### config.mk
export PLATFORM = sky130hd
export DESIGN_NAME = wbuf_regstage
export DESIGN_NICKNAME = d
export VERILOG_FILES = /design/src/rtl/wbuf_pkg.sv /design/src/rtl/wbuf_decode.sv /design/src/rtl/wbuf_slot.sv /design/src/rtl/wbuf_readmux.sv /design/src/rtl/wbuf_regstage.sv
export SDC_FILE = /design/constraint.sdc
export NUM_CORES = 2
export LEC_CHECK = 0
export BUFFER_PORTS_ARGS = -buffer_cell sky130_fd_sc_hd__clkbuf_2
export CELL_PAD_IN_SITES_DETAIL_PLACEMENT = 2
export CELL_PAD_IN_SITES_GLOBAL_PLACEMENT = 2
export CORE_UTILIZATION = 39
export CTS_CLUSTER_DIAMETER = 60
export DETAILED_ROUTE_END_ITERATION = 16
export MAX_ROUTING_LAYER = met4
export PLACE_DENSITY_LB_ADDON = 0.1
export SETUP_SLACK_MARGIN = 0.3
export SLEW_MARGIN = 10
export SYNTH_ARGS = -nofsm -noshare
export SYNTH_HDL_FRONTEND = slang
export SYNTH_SLANG_ARGS = --single-unit
### constraint.sdc
create_clock -name clk_i -period 1.9 [get_ports clk_i]
set_clock_uncertainty 0.1 [all_clocks]
set_input_delay 0.095 -clock clk_i [delete_from_list [all_inputs] [get_ports clk_i]]
set_output_delay 0.095 -clock clk_i [all_outputs]
set_load 0.01 [all_outputs]
### src/rtl/wbuf_pkg.sv
package wbuf_pkg;
  localparam int BUS_W  = 32;
  localparam int STRB_W = BUS_W / 8;
  localparam int REG_W  = 2 * BUS_W;

  typedef enum logic [1:0] {
    TRIG_NONE    = 2'd0,
    TRIG_OWN_TOP = 2'd1,
    TRIG_GO_REG  = 2'd2,
    TRIG_EXT_PIN = 2'd3
  } trig_mode_e;

  typedef logic [REG_W-1:0] reg_word_t;

  function automatic logic [BUS_W-1:0] strb_to_bits(input logic [STRB_W-1:0] s);
    logic [BUS_W-1:0] b;
    for (int i = 0; i < STRB_W; i++) b[8*i +: 8] = {8{s[i]}};
    return b;
  endfunction
endpackage

### src/rtl/wbuf_decode.sv
module wbuf_decode #(
  parameter int NREG = 5,
  parameter int AW   = 4
) (
  input  logic            clk_i,
  input  logic            rst_ni,
  input  logic            wr_valid_i,
  input  logic [AW-1:0]   wr_addr_i,
  output logic [NREG-1:0] lo_hit_o,
  output logic [NREG-1:0] hi_hit_o,
  output logic            go_hit_o
);
  localparam int GO_ADDR = 2 * NREG;

  for (genvar k = 0; k < NREG; k++) begin : g_hit
    assign lo_hit_o[k] = wr_valid_i && (wr_addr_i == AW'(2 * k));
    assign hi_hit_o[k] = wr_valid_i && (wr_addr_i == AW'(2 * k + 1));
  end
  assign go_hit_o = wr_valid_i && (wr_addr_i == AW'(GO_ADDR));

  // a write reaches at most one target, and none without valid
  p_single_target_r11: assert property (@(posedge clk_i) disable iff (!rst_ni)
    $onehot0({lo_hit_o, hi_hit_o, go_hit_o}));
  p_no_hit_idle_r11: assert property (@(posedge clk_i) disable iff (!rst_ni)
    !wr_valid_i |-> ({lo_hit_o, hi_hit_o, go_hit_o} == '0));
endmodule

### src/rtl/wbuf_slot.sv
module wbuf_slot
  import wbuf_pkg::*;
#(
  parameter trig_mode_e MODE = TRIG_OWN_TOP
) (
  input  logic              clk_i,
  input  logic              rst_ni,
  input  logic              lo_wr_i,
  input  logic              hi_wr_i,
  input  logic [BUS_W-1:0]  data_i,
  input  logic [STRB_W-1:0] strb_i,
  input  logic              go_i,
  input  logic              ext_i,
  output reg_word_t         q_o,
  output logic              acc_o,
  output logic              mod_o
);
  localparam bit BUFFERED = (MODE != TRIG_NONE);

  logic             any_wr, fire, commit, touched_q;
  logic [BUS_W-1:0] byte_bits;
  reg_word_t        in_data, in_mask, stage_q, mask_q, data_now, mask_now;

  assign byte_bits = strb_to_bits(strb_i);
  assign any_wr    = lo_wr_i | hi_wr_i;
  assign in_data   = {data_i, data_i};
  assign in_mask   = {hi_wr_i ? byte_bits : {BUS_W{1'b0}},
                      lo_wr_i ? byte_bits : {BUS_W{1'b0}}};
  assign mask_now  = mask_q | in_mask;
  assign data_now  = (stage_q & ~in_mask) | (in_data & in_mask);

  always_comb begin
    case (MODE)
      TRIG_OWN_TOP: fire = hi_wr_i;
      TRIG_GO_REG:  fire = go_i;
      TRIG_EXT_PIN: fire = ext_i;
      default:      fire = any_wr;
    endcase
  end

  assign commit = fire && (touched_q || any_wr);

  if (BUFFERED) begin : g_stage
    always_ff @(posedge clk_i or negedge rst_ni) begin
      if (!rst_ni) begin
        stage_q   <= '0;
        mask_q    <= '0;
        touched_q <= 1'b0;
      end else if (commit) begin
        mask_q    <= '0;
        touched_q <= 1'b0;
      end else if (any_wr) begin
        stage_q   <= data_now;
        mask_q    <= mask_now;
        touched_q <= 1'b1;
      end
    end
  end else begin : g_bypass
    assign stage_q   = '0;
    assign mask_q    = '0;
    assign touched_q = 1'b0;
  end

  always_ff @(posedge clk_i or negedge rst_ni) begin
    if (!rst_ni) begin
      q_o   <= '0;
      acc_o <= 1'b0;
      mod_o <= 1'b0;
    end else begin
      if (commit) q_o <= (q_o & ~mask_now) | (data_now & mask_now);
      acc_o <= commit;
      mod_o <= commit && (|mask_now);
    end
  end

  // the value never changes without an access pulse in the same cycle
  p_change_pulses_r7: assert property (@(posedge clk_i) disable iff (!rst_ni)
    !$stable(q_o) |-> acc_o);

  if (BUFFERED) begin : g_chk
    // without the trigger the committed value holds
    p_hold_until_fire_r1: assert property (@(posedge clk_i) disable iff (!rst_ni)
      !fire |=> $stable(q_o));
    // a trigger on an empty buffer does nothing
    p_empty_trigger_r5: assert property (@(posedge clk_i) disable iff (!rst_ni)
      (fire && !touched_q && !any_wr) |=> (!acc_o && $stable(q_o)));
    // a buffered write that does not commit gives no pulse
    p_no_pulse_on_write_r7: assert property (@(posedge clk_i) disable iff (!rst_ni)
      (any_wr && !fire) |=> !acc_o);
    // a commit leaves no pending bits behind
    p_mask_cleared_r6: assert property (@(posedge clk_i) disable iff (!rst_ni)
      (fire && (touched_q || any_wr)) |=> (mask_q == '0 && !touched_q));
  end else begin : g_chk_direct
    // an unbuffered write always gives the access pulse next cycle
    p_direct_write_r8: assert property (@(posedge clk_i) disable iff (!rst_ni)
      any_wr |=> acc_o);
  end
endmodule

### src/rtl/wbuf_readmux.sv
module wbuf_readmux
  import wbuf_pkg::*;
#(
  parameter int NREG = 5,
  parameter int AW   = 4
) (
  input  logic [AW-1:0]         rd_addr_i,
  input  logic [NREG*REG_W-1:0] regs_i,
  input  logic [BUS_W-1:0]      go_i,
  output logic [BUS_W-1:0]      rd_data_o
);
  localparam int GO_ADDR = 2 * NREG;

  always_comb begin
    rd_data_o = '0;
    for (int k = 0; k < NREG; k++) begin
      if (rd_addr_i == AW'(2 * k))     rd_data_o = regs_i[k*REG_W +: BUS_W];
      if (rd_addr_i == AW'(2 * k + 1)) rd_data_o = regs_i[k*REG_W + BUS_W +: BUS_W];
    end
    if (rd_addr_i == AW'(GO_ADDR)) rd_data_o = go_i;
  end
endmodule

### src/rtl/wbuf_regstage.sv
module wbuf_regstage
  import wbuf_pkg::*;
#(
  parameter int              NREG         = 5,
  parameter logic [2*NREG-1:0] MODES      = 10'b00_11_10_10_01,
  parameter bit              EXT_ACT_HIGH = 1'b0,
  localparam int             AW           = $clog2(2 * NREG + 1)
) (
  input  logic                  clk_i,
  input  logic                  rst_ni,
  input  logic                  wr_valid_i,
  output logic                  wr_ready_o,
  input  logic [AW-1:0]         wr_addr_i,
  input  logic [BUS_W-1:0]      wr_data_i,
  input  logic [STRB_W-1:0]     wr_strb_i,
  input  logic [AW-1:0]         rd_addr_i,
  output logic [BUS_W-1:0]      rd_data_o,
  input  logic                  ext_trig_i,
  output logic [BUS_W-1:0]      go_q_o,
  output logic [NREG*REG_W-1:0] reg_q_o,
  output logic [NREG-1:0]       sw_acc_o,
  output logic [NREG-1:0]       sw_mod_o
);
  logic [NREG-1:0] lo_hit, hi_hit;
  logic            go_hit, ext_act;

  assign wr_ready_o = 1'b1;
  assign ext_act    = EXT_ACT_HIGH ? ext_trig_i : ~ext_trig_i;

  wbuf_decode #(.NREG(NREG), .AW(AW)) u_decode (
    .clk_i      (clk_i),
    .rst_ni     (rst_ni),
    .wr_valid_i (wr_valid_i),
    .wr_addr_i  (wr_addr_i),
    .lo_hit_o   (lo_hit),
    .hi_hit_o   (hi_hit),
    .go_hit_o   (go_hit)
  );

  always_ff @(posedge clk_i or negedge rst_ni) begin
    if (!rst_ni) begin
      go_q_o <= '0;
    end else if (go_hit) begin
      for (int b = 0; b < STRB_W; b++)
        if (wr_strb_i[b]) go_q_o[8*b +: 8] <= wr_data_i[8*b +: 8];
    end
  end

  for (genvar k = 0; k < NREG; k++) begin : g_slot
    localparam trig_mode_e M = trig_mode_e'(MODES[2*k +: 2]);
    wbuf_slot #(.MODE(M)) u_slot (
      .clk_i   (clk_i),
      .rst_ni  (rst_ni),
      .lo_wr_i (lo_hit[k]),
      .hi_wr_i (hi_hit[k]),
      .data_i  (wr_data_i),
      .strb_i  (wr_strb_i),
      .go_i    (go_hit),
      .ext_i   (ext_act),
      .q_o     (reg_q_o[k*REG_W +: REG_W]),
      .acc_o   (sw_acc_o[k]),
      .mod_o   (sw_mod_o[k])
    );
  end

  wbuf_readmux #(.NREG(NREG), .AW(AW)) u_readmux (
    .rd_addr_i (rd_addr_i),
    .regs_i    (reg_q_o),
    .go_i      (go_q_o),
    .rd_data_o (rd_data_o)
  );

  // the trigger register changes only on a write to its own address
  p_go_only_on_hit_r3: assert property (@(posedge clk_i) disable iff (!rst_ni)
    !go_hit |=> $stable(go_q_o));
endmodule

==> results.md, run 1 <==
- The flow did not finish.
- After the last repair the worst path ends at a top-level output.
- The clock sink total is 877.
- Counting tap cells, the placed design contains a total of 5419 instances.
- Input and output buffers added on the ports amount to 441.
- The summed instance area of the synthesized netlist is between 30000 and 40000 um^2.
- The pin count of the biggest net entering global routing is 80.
- The total clock buffers created by CTS is about 110.
- The first error in the log reads "[ERROR DPL-0033] detailed placement checks failed during check placement".
- The maximum buffer depth of the clock tree is 3.
- For this run, the register share of the synthesized area comes to 57.8%.
- The global-route repair_timing pass left the worst setup endpoint at rd_data_o[14].
- The initial utilization of the core area, before any placement, comes to between 30% and 40%.
- Counting flops and latches in the post-synthesis netlist gives 877.
- Counting every instance in the synthesized netlist gives ~3400.
- The depth of the CTS H-tree is 3.
- In the synthesized netlist the dominant register cell turns out to be sky130_fd_sc_hd__dfrtp_1.
- The floorplan die height is 314 um.
- The async set-reset flop share out of synthesis is 100%.
- The placed cell area is 46700 um^2.
- In this run, distinct cell masters in the synthesized netlist total 62.
- The final RePlAce weighted congestion is 0.969.
- The flow stopped in 5_1_grt.
- Counting flops with a built-in enable in the synthesized netlist gives 0.
- The width of the die is between 300 and 400 um.
- The number of nets handed over by synthesis was between 3000 and 4000.
- The total of warnings raised by yosys is 0.
- The detailed-placement wirelength estimate is 145 mm.
- The per-instance average area after synthesis is 11.2 um^2.
- The number of antenna violations at the first check in global routing is 34.
- The floorplan has around 110 rows.
- The count of boundary I/O pins is 443.
- CTS placed an instance of sky130_fd_sc_hd__clkbuf_16 at the clock tree root.
cells in the mapped netlist (all sizes together), types with 9 or more instances:
cell type | instances | area (um^2)
and3 | 66 | 413
a31oi | 34 | 213
o221ai | 18 | 158
clkbuf | 159 | 597
a221oi | 22 | 193
a22oi | 34 | 255
mux2i | 43 | 430
buf | 116 | 659
o2bb2ai | 20 | 175
mux4 | 12 | 270
nor2 | 365 | 1390
nor3 | 24 | 173
nand3 | 24 | 130
a21o | 47 | 353
o22ai | 28 | 175
nand4 | 15 | 106
a21oi | 106 | 531
o211ai | 9 | 67.6
inv | 12 | 45.0
nor4 | 64 | 400
nor2b | 69 | 432
nand2b | 13 | 81.3
o21ai | 326 | 1630
mux2 | 476 | 5440
dfrtp | 877 | 21900
nand2 | 343 | 1290
cell families after synthesis:
logic type	count (synthesis)	share of synthesized area [%]
AOI/OAI and AO/OA	665	10.3
buffers and inverters	287	3.43
DFF	877	57.8
muxes	531	16.2
other	1	0.00987
and+or+nand+nor	1015	12.3
repair_timing:
item / in CTS
resized for setup: 616
gates cloned: 4
pin swaps: 55
endpoints found under the hold margin: 1036
endpoints found under the setup margin: 309
hold buffers: 39
setup buffers: 55
metrics by stage:
stage	hold slack [ns]	setup WS, ns
after floorplan	-0.301	-0.0349
after global placement	-0.0985	-0.583
after detailed placement	-0.101	-0.603
after CTS	0.00104	-0.852
==> inputs of run 2 (changes only) <==
- CELL_PAD_IN_SITES_DETAIL_PLACEMENT: 2 -> unset
- CELL_PAD_IN_SITES_GLOBAL_PLACEMENT: 2 -> unset
- CORE_UTILIZATION: 39 -> 40
- CTS_CLUSTER_DIAMETER: 60 -> unset
- MAX_ROUTING_LAYER: met4 -> unset
- PLACE_DENSITY_LB_ADDON: 0.1 -> 0.15
- SETUP_SLACK_MARGIN: 0.3 -> unset
==> results.md, run 2 <==
- By area the synthesized netlist is led by sky130_fd_sc_hd__dfrtp_1 (58%), sky130_fd_sc_hd__mux2_2 (13%), sky130_fd_sc_hd__o21ai_0 (4.3%), sky130_fd_sc_hd__nor2_1 (3.6%), sky130_fd_sc_hd__nand2_1 (3.4%).
- The total count of hold-check failures in the final report is 0.
- The most common cell in the synthesized netlist is sky130_fd_sc_hd__dfrtp_1.
- Net switching is 27.9% of the power.
- The overall overflow remaining after global route is 0.
- After detailed routing, the number of remaining DRC violations is 0.
- The fraction of power consumed by the clock network is 39.3%.
- The count of input and output buffers is 441 (unchanged).
- The number of setup violations in the final report is 35.
- The via count of the first global-routing pass is ~30000.
- The final number of max-transition violations came to 0.
- The flip-flop and latch count after synthesis is 877 (unchanged).
- In this run the remaining antenna-violating nets after routing total 0.
- The final RePlAce weighted congestion is 1.04 (+7.0%).
- For the pin with the worst max-slew slack, the measured transition is about 1.1 ns.
- The count of flip-flops with a built-in enable after synthesis is 0 (unchanged).
- Broken down by cell family, the worst path's largest delay share belongs to compound AO/OA/AOI/OAI gates.
- The tightest hold path in the finished design has a slack of 0.0414 ns.
- The count of mapped cells out of synthesis is 3376 (unchanged).
- The required time at the worst-slack endpoint is ~1.7 ns.
- The core region is 93700 um^2.
- The total clock buffers created by CTS is 97 (-8.5%).
- The total power consumption of the routed design is between 50 and 60 mW.
- In the synthesized netlist, the cells that appear most often are sky130_fd_sc_hd__dfrtp_1 (877), sky130_fd_sc_hd__mux2_2 (437), sky130_fd_sc_hd__nor2_1 (360).
- The highest ir drop seen on vdd is ~0.64 mV.
- After routing the design area is approximately 51000 um^2.
- The placed cell area was 45800 um^2 (-2.1%).
- Counting both buffers and inverters, the worst setup path holds a total of 1.
- The data arrival time of the critical path is 2.41 ns.
- The smallest clock period supported by the final layout is computed as 2.61 ns.
- Traced cell by cell, the critical path runs through mux2_2, nand2_2, o221ai_4, a221oi_4, o22ai_2, clkbuf_2.
- Setup repair after global routing could not meet its margin everywhere.
- TritonCTS built the clock tree.
- The number of standard-cell rows in the floorplan came to 112 (-1.8%).
- The count of boundary I/O pins is 443 (unchanged).
- The startpoint class of the critical path is a register.
- The buffer type at the clock tree root is sky130_fd_sc_hd__clkbuf_16.
- The synthesis-to-finish area growth is 33.9%.
- Measured on the finished design, the core utilization comes to 54.2%.
- The post-synth net total came to 3424 (unchanged).
- Sequential cells burn 45.7% of the power.
- Max-cap violations in this run came to 0.
- The category of the critical setup timing path is register to output port.
- The post-detailed-route via-to-cell ratio is ~5.8.
- After layout, the worst setup slack is -0.707 ns.
- Counting the fill cells in the layout gives 8215.
- Entering global routing, the biggest net connects 89 pins.
- The largest stage delay on the critical path is 0.47 ns.
- The switching power is 14.0 mW.
- Dividing the detail-routed wire length by the instance count gives 28.7 um.
- The total of warnings raised by yosys was 0 (unchanged).
- Measured against its own limit, the worst slew margin works out to 26.5%.
- The floorplan die height is 310 um (-1.2%).
- The width of the die was 310 um (-1.2%).
- The first global-routing pass estimated 226 mm of wire.
- sky130_fd_sc_hd__dfrtp_1 takes more of the synthesized area than any other cell.
- The summed instance area of the synthesized netlist is 38000 um^2 (unchanged).
- The top cell type's share of synthesized area came to 57.8% (unchanged).
- The fraction of final layout cells sized beyond drive strength 1 is 43.2%.
- Of the total power, combinational logic draws 15.0%.
- The internal power is 36.1 mW.
- The timing-limited maximum frequency is about 0.38 GHz.
- The async set-reset flop share out of synthesis was 100% (unchanged).
- The total power per unit cell area is between 900 and 1000 nW/um^2.
- The total routing usage reported by global routing is 33.3%.
- The checks that failed: negative setup slack.
- The depth of the CTS H-tree is 3 (unchanged).
- In this run the worst hold path is classified as primary input to async pin.
- Summing all multi-input logic gate instances after layout gives 16000 um^2.
- The number of antenna violations at the first check in global routing is 17.
- The worst slack after detailed placement came to -0.637 ns (-0.0331 ns).
- Summing over every cut layer, the via total after detailed routing is 32200.
- The detailed-placement wirelength estimate is 122 mm (-16%).
- For this run, the detailed router's first-pass iteration total came to 5.
- STA classifies the critical path endpoint as an output port.
- The clock slew seen by the registers of the worst setup and hold paths is 0.06 ns.
- The insertion delay to the later sink of the worst-skew pair is 0.69 ns.
- The library cell contributing the largest single delay on the critical path is sky130_fd_sc_hd__dfrtp_2.
- The flow ran to the end, but the final reports show violations.
- The maximum buffer depth of the clock tree came to 3 (unchanged).
- The per-instance average area after synthesis is 11.2 um^2 (unchanged).
- The primary flip-flop cell chosen by synthesis mapping is sky130_fd_sc_hd__dfrtp_1.
- After detailed routing, the total wire length is 161 mm.
- The clock sink total is 877 (unchanged).
- In the layout the commonest cells are sky130_fd_sc_hd__dfrtp_1 (822), sky130_fd_sc_hd__buf_4 (518), sky130_fd_sc_hd__clkbuf_2 (425).
- The number of nets in the final layout is 4314.
- The distinct cell type count of the synthesized netlist came to 62 (unchanged).
- The initial core utilization is 40.5% (+1.2 points).
- Of the available clock period, the critical path in the final layout requires 137%.
- After the first detailed-routing iteration, the DRC count stood at between 3000 and 4000.
- The largest fanout on the critical path is 2.
- The register area is about 22000 um^2.
- The portion of the post-synthesis area used by sequential elements came to 57.8% (unchanged).
- Leaving out fill and tap cells, the most frequent cell in the layout is sky130_fd_sc_hd__dfrtp_1.
- The static leakage is 25.4 nW.
- The die outline area is 96200 um^2.
## run 2: worst register-to-register path, delay by kind of cell, from the launching register on
family / cells / cell delay (ns)
simple gates: 3 / 0.78
flops: 1 / 0.43
buf+inv: 1 / 0.19
compound gates: 1 / 0.19
## run 2: final cells by class
cell class              count  share of cell area [%]
diodes                      4                  0.0197
clock buffers             139                    5.50
clock inverters            37                    1.03
inverters                  12                  0.0984
multi-input cells        2212                    31.5
flip-flops and latches    877                    43.3
well taps                1254                    3.09
repair buffers           1066                    15.5
## run 2: kinds of logic (layout without fill, tap and decap cells)
logic type,after synthesis,count (layout),share of synthesized area (%)
buf+inv,287,1254,3.43
compound gates,665,665,10.3
other cells,1,5,0.00987
simple gates,1015,1015,12.3
flops,877,877,57.8
mux,531,531,16.2
## run 2: path summary, 6_finish.rpt
path	from	endpoint	slack (ns)	cells after the start
min in group clk_i	wr_data_i[4]	g_slot[0].u_slot.stage_q[4]$_DFFE_PN0P_	0.04	3
setup reg to reg	g_slot[3].u_slot.mask_q[32]$_DFFE_PN0P_	g_slot[3].u_slot.mod_o$_DFF_PN0_	0.03	5
max in group asynchronous	rst_ni	async pin	0.14	3
setup / recovery	register	rd_data_o[19]	-0.71	6
hold / removal	rst_ni	g_slot[1].u_slot.mask_q[41]$_DFFE_PN0P_	0.04	3
hold reg to reg	g_slot[0].u_slot.stage_q[46]$_DFFE_PN0P_	g_slot[0].u_slot.stage_q[46]$_DFFE_PN0P_	0.27	0
## run 2: stage by stage
stage	setup TNS, ns	cells
after floorplan	-0.488	3376
after global placement	-18.18	5378
after detailed placement	-19.67	5378
after CTS	-19.50	5591
after global routing	-19.31	5597
final	-18.14	5601
## run 2: power groups by stage
stage	registers [mW]	logic [mW]	clock network, mW
after floorplan	22.6	3.18	0
after global placement	23.1	6.92	0
after detailed placement	23.1	7.05	0
after CTS	22.8	7.44	19.9
after global routing	23.1	8.14	20.6
final	22.9	7.54	19.7
## run 2: repair_timing
| action | in CTS | in global routing |
|---|---|---|
| endpoints found under the setup margin | 34 | 216 |
| hold endpoints to repair | 1003 | 0 |
| gates resized for setup | 227 | 78 |
| pin swaps | 49 | 39 |
| buffers inserted | 10 | 7 |
| hold buffers | 43 | 0 |
| gates cloned | 0 | 1 |
## run 2: per-layer routing
| layer | part of all wire (%) | global-route usage [%] | vias to the layer above |
|---|---|---|---|
| li1 | - | - | 13700 |
| met1 | 44 | 50.5 | 16500 |
| met2 | 43 | 47.3 | 1690 |
| met3 | 9.7 | 6.15 | 271 |
| met4 | 3.8 | 11.7 | 16 |
| met5 | 0.067 | 0 | - |
Power figures use the tool's default switching activity.
